$ cat config.mk
export PLATFORM = sky130hd
export DESIGN_NAME = can_stat_tracker
export DESIGN_NICKNAME = d
export VERILOG_FILES = /design/src/rtl/can_stat_pkg.sv /design/src/rtl/can_err_conf.sv /design/src/rtl/can_boff_recov.sv /design/src/rtl/can_stat_flags.sv /design/src/rtl/can_stat_tracker.sv
export SDC_FILE = /design/constraint.sdc
export NUM_CORES = 1
export LEC_CHECK = 0
export ABC_CLOCK_PERIOD_IN_PS = 1870
export BUFFER_PORTS_ARGS = -buffer_cell sky130_fd_sc_hd__buf_2
export CAP_MARGIN = 20
export CORE_MARGIN = 4
export CORE_UTILIZATION = 42
export CTS_CLUSTER_SIZE = 10
export DETAILED_ROUTE_END_ITERATION = 6
export PLACE_DENSITY = 0.85
export SETUP_SLACK_MARGIN = 0.4
export SLEW_MARGIN = 0
export SYNTH_ARGS = -nofsm -noshare
export SYNTH_HDL_FRONTEND = slang
export SYNTH_HIERARCHICAL = 1
export SYNTH_SLANG_ARGS = --single-unit
$ cat constraint.sdc
create_clock -name clk -period 1.87 [get_ports clk]
set_input_delay 0.374 -clock clk [delete_from_list [all_inputs] [get_ports clk]]
set_output_delay 0.374 -clock clk [all_outputs]
set_load 0.05 [all_outputs]
$ cat src/rtl/can_stat_pkg.sv
// Shared constants and types for the CAN status tracker.
// Assumes: error code width is fixed at 3 bits by the bus protocol.
package can_stat_pkg;
    typedef enum logic [2:0] {
        LEC_NONE  = 3'd0,
        LEC_STUFF = 3'd1,
        LEC_FORM  = 3'd2,
        LEC_ACK   = 3'd3,
        LEC_BIT1  = 3'd4,
        LEC_BIT0  = 3'd5,
        LEC_CRC   = 3'd6,
        LEC_UNSET = 3'd7
    } lec_t;
endpackage

$ cat src/rtl/can_err_conf.sv
// Error confinement flags: warning, error passive and bus-off.
// Assumes: the engine zeroes its counters the cycle after cnt_clr, so
// bus-off entry is blocked while cnt_clr is high.
module can_err_conf #(
    parameter int REC_W    = 8,
    parameter int TEC_W    = 9,
    parameter int WARN_LIM = 96,
    parameter int PASS_LIM = 128,
    parameter int TEC_MAX  = 255
) (
    input  logic             clk,
    input  logic             rst_n,
    input  logic [REC_W-1:0] rec_cnt,
    input  logic [TEC_W-1:0] tec_cnt,
    input  logic             recov_done,
    input  logic             cnt_clr,
    output logic             ewarn,
    output logic             epass,
    output logic             boff,
    output logic             boff_enter,
    output logic             err_chg
);
    localparam logic [REC_W-1:0] REC_WARN = REC_W'(WARN_LIM);
    localparam logic [TEC_W-1:0] TEC_WARN = TEC_W'(WARN_LIM);
    localparam logic [REC_W-1:0] REC_PASS = REC_W'(PASS_LIM);
    localparam logic [TEC_W-1:0] TEC_PASS = TEC_W'(PASS_LIM);
    localparam logic [TEC_W-1:0] TEC_TOP  = TEC_W'(TEC_MAX);

    logic ewarn_n, epass_n, boff_n;

    // Next-state of the three confinement flags.
    always_comb begin
        ewarn_n    = (rec_cnt >= REC_WARN) || (tec_cnt >= TEC_WARN);
        epass_n    = (rec_cnt >= REC_PASS) || (tec_cnt >= TEC_PASS);
        boff_enter = !boff && !cnt_clr && (tec_cnt > TEC_TOP);
        if (boff_enter)
            boff_n = 1'b1;
        else if (recov_done)
            boff_n = 1'b0;
        else
            boff_n = boff;
    end

    // Flag registers and the error-change pulse.
    always_ff @(posedge clk) begin
        if (!rst_n) begin
            ewarn   <= 1'b0;
            epass   <= 1'b0;
            boff    <= 1'b0;
            err_chg <= 1'b0;
        end else begin
            ewarn   <= ewarn_n;
            epass   <= epass_n;
            boff    <= boff_n;
            err_chg <= (ewarn_n != ewarn) || (boff_n != boff);
        end
    end

    AST_PASS_IMPLIES_WARN: assert property (@(posedge clk) disable iff (!rst_n)
        epass |-> ewarn);
    AST_BOFF_FROM_TEC: assert property (@(posedge clk) disable iff (!rst_n)
        $rose(boff) |-> $past(tec_cnt > TEC_TOP));
    AST_BOFF_EXIT_DONE: assert property (@(posedge clk) disable iff (!rst_n)
        $fell(boff) |-> $past(recov_done));
endmodule

$ cat src/rtl/can_boff_recov.sv
// Init bit and bus-off recovery sequencer.
// Assumes: run11 is a one-cycle pulse per run of 11 recessive bits.
// Recovery is armed once init reads 0 in bus-off and then runs to completion.
module can_boff_recov #(
    parameter int RUNS   = 128,
    parameter int RCNT_W = $clog2(RUNS)
) (
    input  logic              clk,
    input  logic              rst_n,
    input  logic              boff,
    input  logic              boff_enter,
    input  logic              cr_wr,
    input  logic              cr_init,
    input  logic              run11,
    output logic              init,
    output logic [RCNT_W-1:0] recov_cnt,
    output logic              recov_run,
    output logic              recov_done,
    output logic              cnt_clr
);
    localparam logic [RCNT_W-1:0] LAST = RCNT_W'(RUNS - 1);

    logic active;

    // Qualified run and completion strobes.
    always_comb begin
        recov_run  = active && run11;
        recov_done = recov_run && (recov_cnt == LAST);
    end

    // Init bit: bus-off entry overrides a CPU write.
    always_ff @(posedge clk) begin
        if (!rst_n)
            init <= 1'b1;
        else if (boff_enter)
            init <= 1'b1;
        else if (cr_wr)
            init <= cr_init;
    end

    // Recovery arm flag, run counter and counter-clear request.
    always_ff @(posedge clk) begin
        if (!rst_n) begin
            active    <= 1'b0;
            recov_cnt <= '0;
            cnt_clr   <= 1'b0;
        end else begin
            cnt_clr <= recov_done;
            if (recov_done) begin
                active    <= 1'b0;
                recov_cnt <= '0;
            end else begin
                if (boff && !init)
                    active <= 1'b1;
                if (recov_run)
                    recov_cnt <= recov_cnt + 1'b1;
            end
        end
    end

    AST_INIT_ON_BOFF: assert property (@(posedge clk) disable iff (!rst_n)
        $rose(boff) |-> init);
    AST_CLR_ON_EXIT: assert property (@(posedge clk) disable iff (!rst_n)
        $fell(boff) |-> cnt_clr);
    AST_CNT_ONLY_ARMED: assert property (@(posedge clk) disable iff (!rst_n)
        !$stable(recov_cnt) |-> ($past(active) && $past(boff)));
endmodule

$ cat src/rtl/can_stat_flags.sv
// Status word: last error code, sticky success bits, status-change pulse.
// Assumes: err_code is never 7 when err_vld is high.
module can_stat_flags
    import can_stat_pkg::*;
(
    input  logic       clk,
    input  logic       rst_n,
    input  logic       tx_evt,
    input  logic       rx_evt,
    input  logic       err_vld,
    input  logic [2:0] err_code,
    input  logic       recov_run,
    input  logic       boff,
    input  logic       sr_wr,
    input  logic [2:0] sr_lec,
    input  logic       sr_txok,
    input  logic       sr_rxok,
    output logic [2:0] lec,
    output logic       tx_ok,
    output logic       rx_ok,
    output logic       stat_chg
);
    logic hw_tx, hw_rx, hw_err, hw_lec;

    // Bus strobes are dropped while the controller is bus-off.
    always_comb begin
        hw_tx  = tx_evt && !boff;
        hw_rx  = rx_evt && !boff;
        hw_err = err_vld && !boff;
        hw_lec = hw_err || recov_run;
    end

    // Status registers: engine events take precedence over CPU writes.
    always_ff @(posedge clk) begin
        if (!rst_n) begin
            lec      <= LEC_NONE;
            tx_ok    <= 1'b0;
            rx_ok    <= 1'b0;
            stat_chg <= 1'b0;
        end else begin
            if (recov_run)
                lec <= LEC_BIT0;
            else if (hw_err)
                lec <= err_code;
            else if (sr_wr)
                lec <= sr_lec;
            if (hw_tx)
                tx_ok <= 1'b1;
            else if (sr_wr)
                tx_ok <= sr_txok;
            if (hw_rx)
                rx_ok <= 1'b1;
            else if (sr_wr)
                rx_ok <= sr_rxok;
            stat_chg <= hw_tx || hw_rx || hw_lec;
        end
    end

    AST_HW_LEC_NOT7: assert property (@(posedge clk) disable iff (!rst_n)
        hw_lec |=> (lec != LEC_UNSET));
    AST_TXOK_STICKY: assert property (@(posedge clk) disable iff (!rst_n)
        (tx_ok && !sr_wr) |=> tx_ok);
    AST_RXOK_STICKY: assert property (@(posedge clk) disable iff (!rst_n)
        (rx_ok && !sr_wr) |=> rx_ok);
    AST_BOFF_QUIET: assert property (@(posedge clk) disable iff (!rst_n)
        (boff && !sr_wr && !recov_run) |=> ($stable(lec) && !stat_chg));
endmodule

$ cat src/rtl/can_stat_tracker.sv
// Top: CAN status word and error confinement tracker.
// Assumes: counters come from the protocol engine and are zeroed by it one
// cycle after cnt_clr; all strobes are single-cycle pulses.
module can_stat_tracker #(
    parameter int REC_W    = 8,
    parameter int TEC_W    = 9,
    parameter int WARN_LIM = 96,
    parameter int PASS_LIM = 128,
    parameter int TEC_MAX  = 255,
    parameter int RUNS     = 128,
    parameter int RCNT_W   = $clog2(RUNS)
) (
    input  logic              clk,
    input  logic              rst_n,
    input  logic              tx_done,
    input  logic              rx_done,
    input  logic              err_vld,
    input  logic [2:0]        err_code,
    input  logic [REC_W-1:0]  rx_err_cnt,
    input  logic [TEC_W-1:0]  tx_err_cnt,
    input  logic              rec_run,
    input  logic              sr_wr,
    input  logic [2:0]        sr_lec,
    input  logic              sr_txok,
    input  logic              sr_rxok,
    input  logic              cr_wr,
    input  logic              cr_init,
    output logic [2:0]        lec,
    output logic              tx_ok,
    output logic              rx_ok,
    output logic              warn,
    output logic              err_passive,
    output logic              bus_off,
    output logic              init,
    output logic              bus_active,
    output logic [RCNT_W-1:0] recov_cnt,
    output logic              cnt_clr,
    output logic              status_chg,
    output logic              error_chg
);
    logic boff_enter, recov_run, recov_done;

    can_err_conf #(
        .REC_W(REC_W), .TEC_W(TEC_W), .WARN_LIM(WARN_LIM),
        .PASS_LIM(PASS_LIM), .TEC_MAX(TEC_MAX)
    ) u_conf (
        .clk(clk), .rst_n(rst_n), .rec_cnt(rx_err_cnt), .tec_cnt(tx_err_cnt),
        .recov_done(recov_done), .cnt_clr(cnt_clr), .ewarn(warn),
        .epass(err_passive), .boff(bus_off), .boff_enter(boff_enter),
        .err_chg(error_chg)
    );

    can_boff_recov #(.RUNS(RUNS), .RCNT_W(RCNT_W)) u_recov (
        .clk(clk), .rst_n(rst_n), .boff(bus_off), .boff_enter(boff_enter),
        .cr_wr(cr_wr), .cr_init(cr_init), .run11(rec_run), .init(init),
        .recov_cnt(recov_cnt), .recov_run(recov_run),
        .recov_done(recov_done), .cnt_clr(cnt_clr)
    );

    can_stat_flags u_flags (
        .clk(clk), .rst_n(rst_n), .tx_evt(tx_done), .rx_evt(rx_done),
        .err_vld(err_vld), .err_code(err_code), .recov_run(recov_run),
        .boff(bus_off), .sr_wr(sr_wr), .sr_lec(sr_lec), .sr_txok(sr_txok),
        .sr_rxok(sr_rxok), .lec(lec), .tx_ok(tx_ok), .rx_ok(rx_ok),
        .stat_chg(status_chg)
    );

    // Bus participation needs both init and bus-off low.
    always_comb bus_active = !init && !bus_off;

    AST_ACTIVE_NOT_BOFF: assert property (@(posedge clk) disable iff (!rst_n)
        bus_off |-> !bus_active);
endmodule

==> run summary <==
Outcome: finished clean
# rows: 16
Worst setup path category: reg -> out
Starting Density: 0.4531
P&R area growth vs syn: 41.52%
Fillers: 188
Fin Setup TNS: 0 ps
Synth Instances: 97
Top Usage Layer GRT: met2
Final setup skew: 4.970 ps
Combinational share of power: 0.199
RD Place Congestion: 0.7822
DR WL/cell: 13.30 um
Die Y: 54.48 um
1st-iter DRT viols: 8
Dominant synthesized flop cell: dfxtp_1
Fmax: 695.0 MHz
Final hold viol count: 0
Pin count of the biggest net entering global routing: 15
Sw frac: 0.2840
Max clock buf depth: 2
Worst VDD drop: 0.5634 mV
I/O pins: 54
Final Max Tran Viols: 0
CP Capture Type: output port
Crit-path cells: buf_4 > buf_2
Final nets: 184
Max-cap violations: 0
TritonCTS Buffers: 3
CP Launch Type: register
DP Wirelength: 1.773 mm
GRT Util Overall: 0.1605
P_int: 0.7307 mW
CTS root buffer: clkbuf_4
Min cycle time layout: 1439 ps
First-pass GRT wire length: 3.387 mm
Clk pwr share: 0.345
WP data arrival: 1060 ps
Syn Area/Cell: 9.352 um^2
Syn nets: 132
Core area: 2002 um^2
Synth warn: 6
RSZ-0062 raised after global routing: yes
Worst-path maximum fanout: 4
Vias: 899
Met2 Use GR: 0.2928
Leak: 0.6016 nW
Initial antenna violation count: 0
ANT nets after route: 0
Met1 global-route usage: 0.1719
Via-to-Cell Ratio: 5.137
DRT Wirelength: 2.327 mm
Later-pin clock latency in the skew report: 300 ps
Die W: 54.48 um
# setup viols final: 0
CTS sink count: 20
Post-CTS Hold Buffers: 0
Layout cells sized above 1: 0.4797
H-tree levels: 1
Sequential power share: 0.457
CTS tree: done
Crit path required time: 1500 ps
DR pass1 iterations: 3
Seq cells post-synth: 20
Port-buffer cells: 43
CP peak stage delay: 390 ps
Vias in the first global route: 840
Slew @ Worst Pin: 373.4 ps
Post-synthesis sequential area ratio: 0.4414
Synthesized cell area: 907.1 um^2
GRT overflow: 0
Clock transition at path regs: 110 ps
Core Util, Final: 0.6413
Die area: 2968 um^2
Post-route DRC: 0
Max-slew headroom: 0.7485
Library cells used by synthesis: 31
Async SR Flop Fraction: 0
Share of the clock period used by the worst path: 0.7694
EDFF count, synth: 0
Met3 usage: 0.02997
P_sw: 0.2898 mW
Slowest cell on the critical path: dfxtp_4
Pwr dens: 794.9 nW/um^2
Hold Crit Class: in -> reg
Antenna diode count: 0
==> cell usage after synthesis, drive strengths merged, types with 2 or more instances <==
cell | count | share of area
nor3b | 2 | 0.029
nand2 | 5 | 0.021
nand4 | 2 | 0.030
nor2 | 7 | 0.029
dfxtp | 20 | 0.44
inv | 9 | 0.037
xor2 | 2 | 0.019
a21oi | 10 | 0.055
nand2b | 2 | 0.014
a211oi | 2 | 0.017
or3 | 3 | 0.021
a31oi | 2 | 0.014
mux2i | 5 | 0.055
nor4b | 2 | 0.019
a311oi | 2 | 0.019
o21ai | 3 | 0.017
nand3 | 5 | 0.028
nor3 | 4 | 0.033
==> metal layers <==
layer  up-vias  share of wire
met5         -              0
met4         0          0.020
met3         4          0.077
met2        33           0.50
met1       405           0.41
li1        457              -
==> layout by cell type, fill, tap and decap left out <==
cell / count
buf_2: 41
dfxtp_1: 12
a21oi_1: 10
inv_1: 9
buf_4: 7
nor2_1: 5
mux2i_1: 5
nand2_1: 5
nand3_1: 5
dfxtp_2: 5
clkbuf_4: 3
dfxtp_4: 3
o21ai_0: 3
or3_1: 3
nor2_2: 2
nor3_2: 2
nor4b_1: 2
a311oi_1: 2
nand2b_1: 2
xor2_1: 2
nor3_1: 2
a31oi_1: 2
bufinv_16: 1
nor3b_4: 1
a22oi_1: 1
a21bo_2: 1
a211oi_2: 1
and4b_1: 1
or2b_1: 1
nor3b_1: 1
a2111oi_2: 1
nor4_1: 1
a211oi_1: 1
nand4_4: 1
nand4_1: 1
o2111ai_1: 1
and3_2: 1
ha_4: 1
==> final timing paths <==
| kind | endpoint | slack [ps] | start | depth (start not counted) |
|---|---|---|---|---|
| hold reg to reg | u_recov/recov_cnt[6] | 520 | u_recov/recov_cnt[6] | 2 |
| setup reg to reg | u_conf/err_chg | 440 | u_recov/recov_cnt[1] | 6 |
| hold / removal | u_recov/init | 290 | cr_init | 3 |
| setup / recovery | recov_cnt[0] | 430 | u_recov/recov_cnt[0] | 2 |
==> through the flow <==
stage / hold WS, ps / area (um^2) / setup WS, ps / power [mW] / std cells
global placement: 477.7 / 1171 / 375.2 / 0.6702 / 166
global route: 269.2 / 1284 / 356.3 / 1.072 / 175
detailed placement: 498.1 / 1171 / 345.5 / 0.6766 / 166
finish: 287.8 / 1284 / 431.2 / 1.020 / 175
CTS: 285.0 / 1231 / 357.8 / 1.028 / 170
floorplan: 468.6 / 929.6 / 389.2 / 0.6134 / 97
==> sequential cells by signal, summed over array words and instances, names as in the netlist <==
register,count
u_conf/ewarn,1
u_flags/rx_ok,1
u_conf/err_chg,1
u_flags/tx_ok,1
u_conf/boff,1
u_flags/lec,3
u_recov/cnt_clr,1
u_recov/init,1
u_conf/epass,1
u_recov/recov_cnt,7
u_flags/stat_chg,1
u_recov/active,1
==> kinds of logic (layout without fill, tap and decap cells) <==
family                   after synthesis  after routing  share of synthesized area
AO/OA/AOI/OAI                         23             23                     0.1669
XOR/XNOR                               2              2                    0.01931
adder cells (fa/ha/maj)                1              1                    0.01379
buffers and inverters                 10             61                    0.04552
flip-flops                            20             20                     0.4414
multiplexers                           5              5                    0.05517
AND/OR/NAND/NOR                       36             36                     0.2580
==> power by group through the flow <==
stage	Combinational [mW]	Clock, mW	Sequential [mW]
floorplan	0.0615	0	0.552
global placement	0.195	0	0.475
detailed placement	0.200	0	0.476
CTS	0.202	0.359	0.467
global route	0.217	0.386	0.470
finish	0.203	0.352	0.466
==> worst max-delay path: cells and delay by family (launching register included) <==
kind     cells  cell delay [ps]
flops        1              390
buf+inv      2              370
==> area by class of cell <==
cell class                      count  area, um^2  share of cell area
Multi-Input combinational cell     67       488.0              0.3801
Tap cell                           27       33.78             0.02632
Inverter                            9       33.78             0.02632
Clock inverter                      1       30.03             0.02339
Timing Repair Buffer               48       257.7              0.2008
Sequential cell                    20       417.9              0.3255
Clock buffer                        3       22.52             0.01754
==> what timing repair did <==
action,4_1_cts,5_1_grt
pin swaps,1,2
endpoints found under the setup margin,3,7
gates cloned,0,0
buffers inserted,0,5
resized for setup,3,3
(Power assumes the default switching activity.)
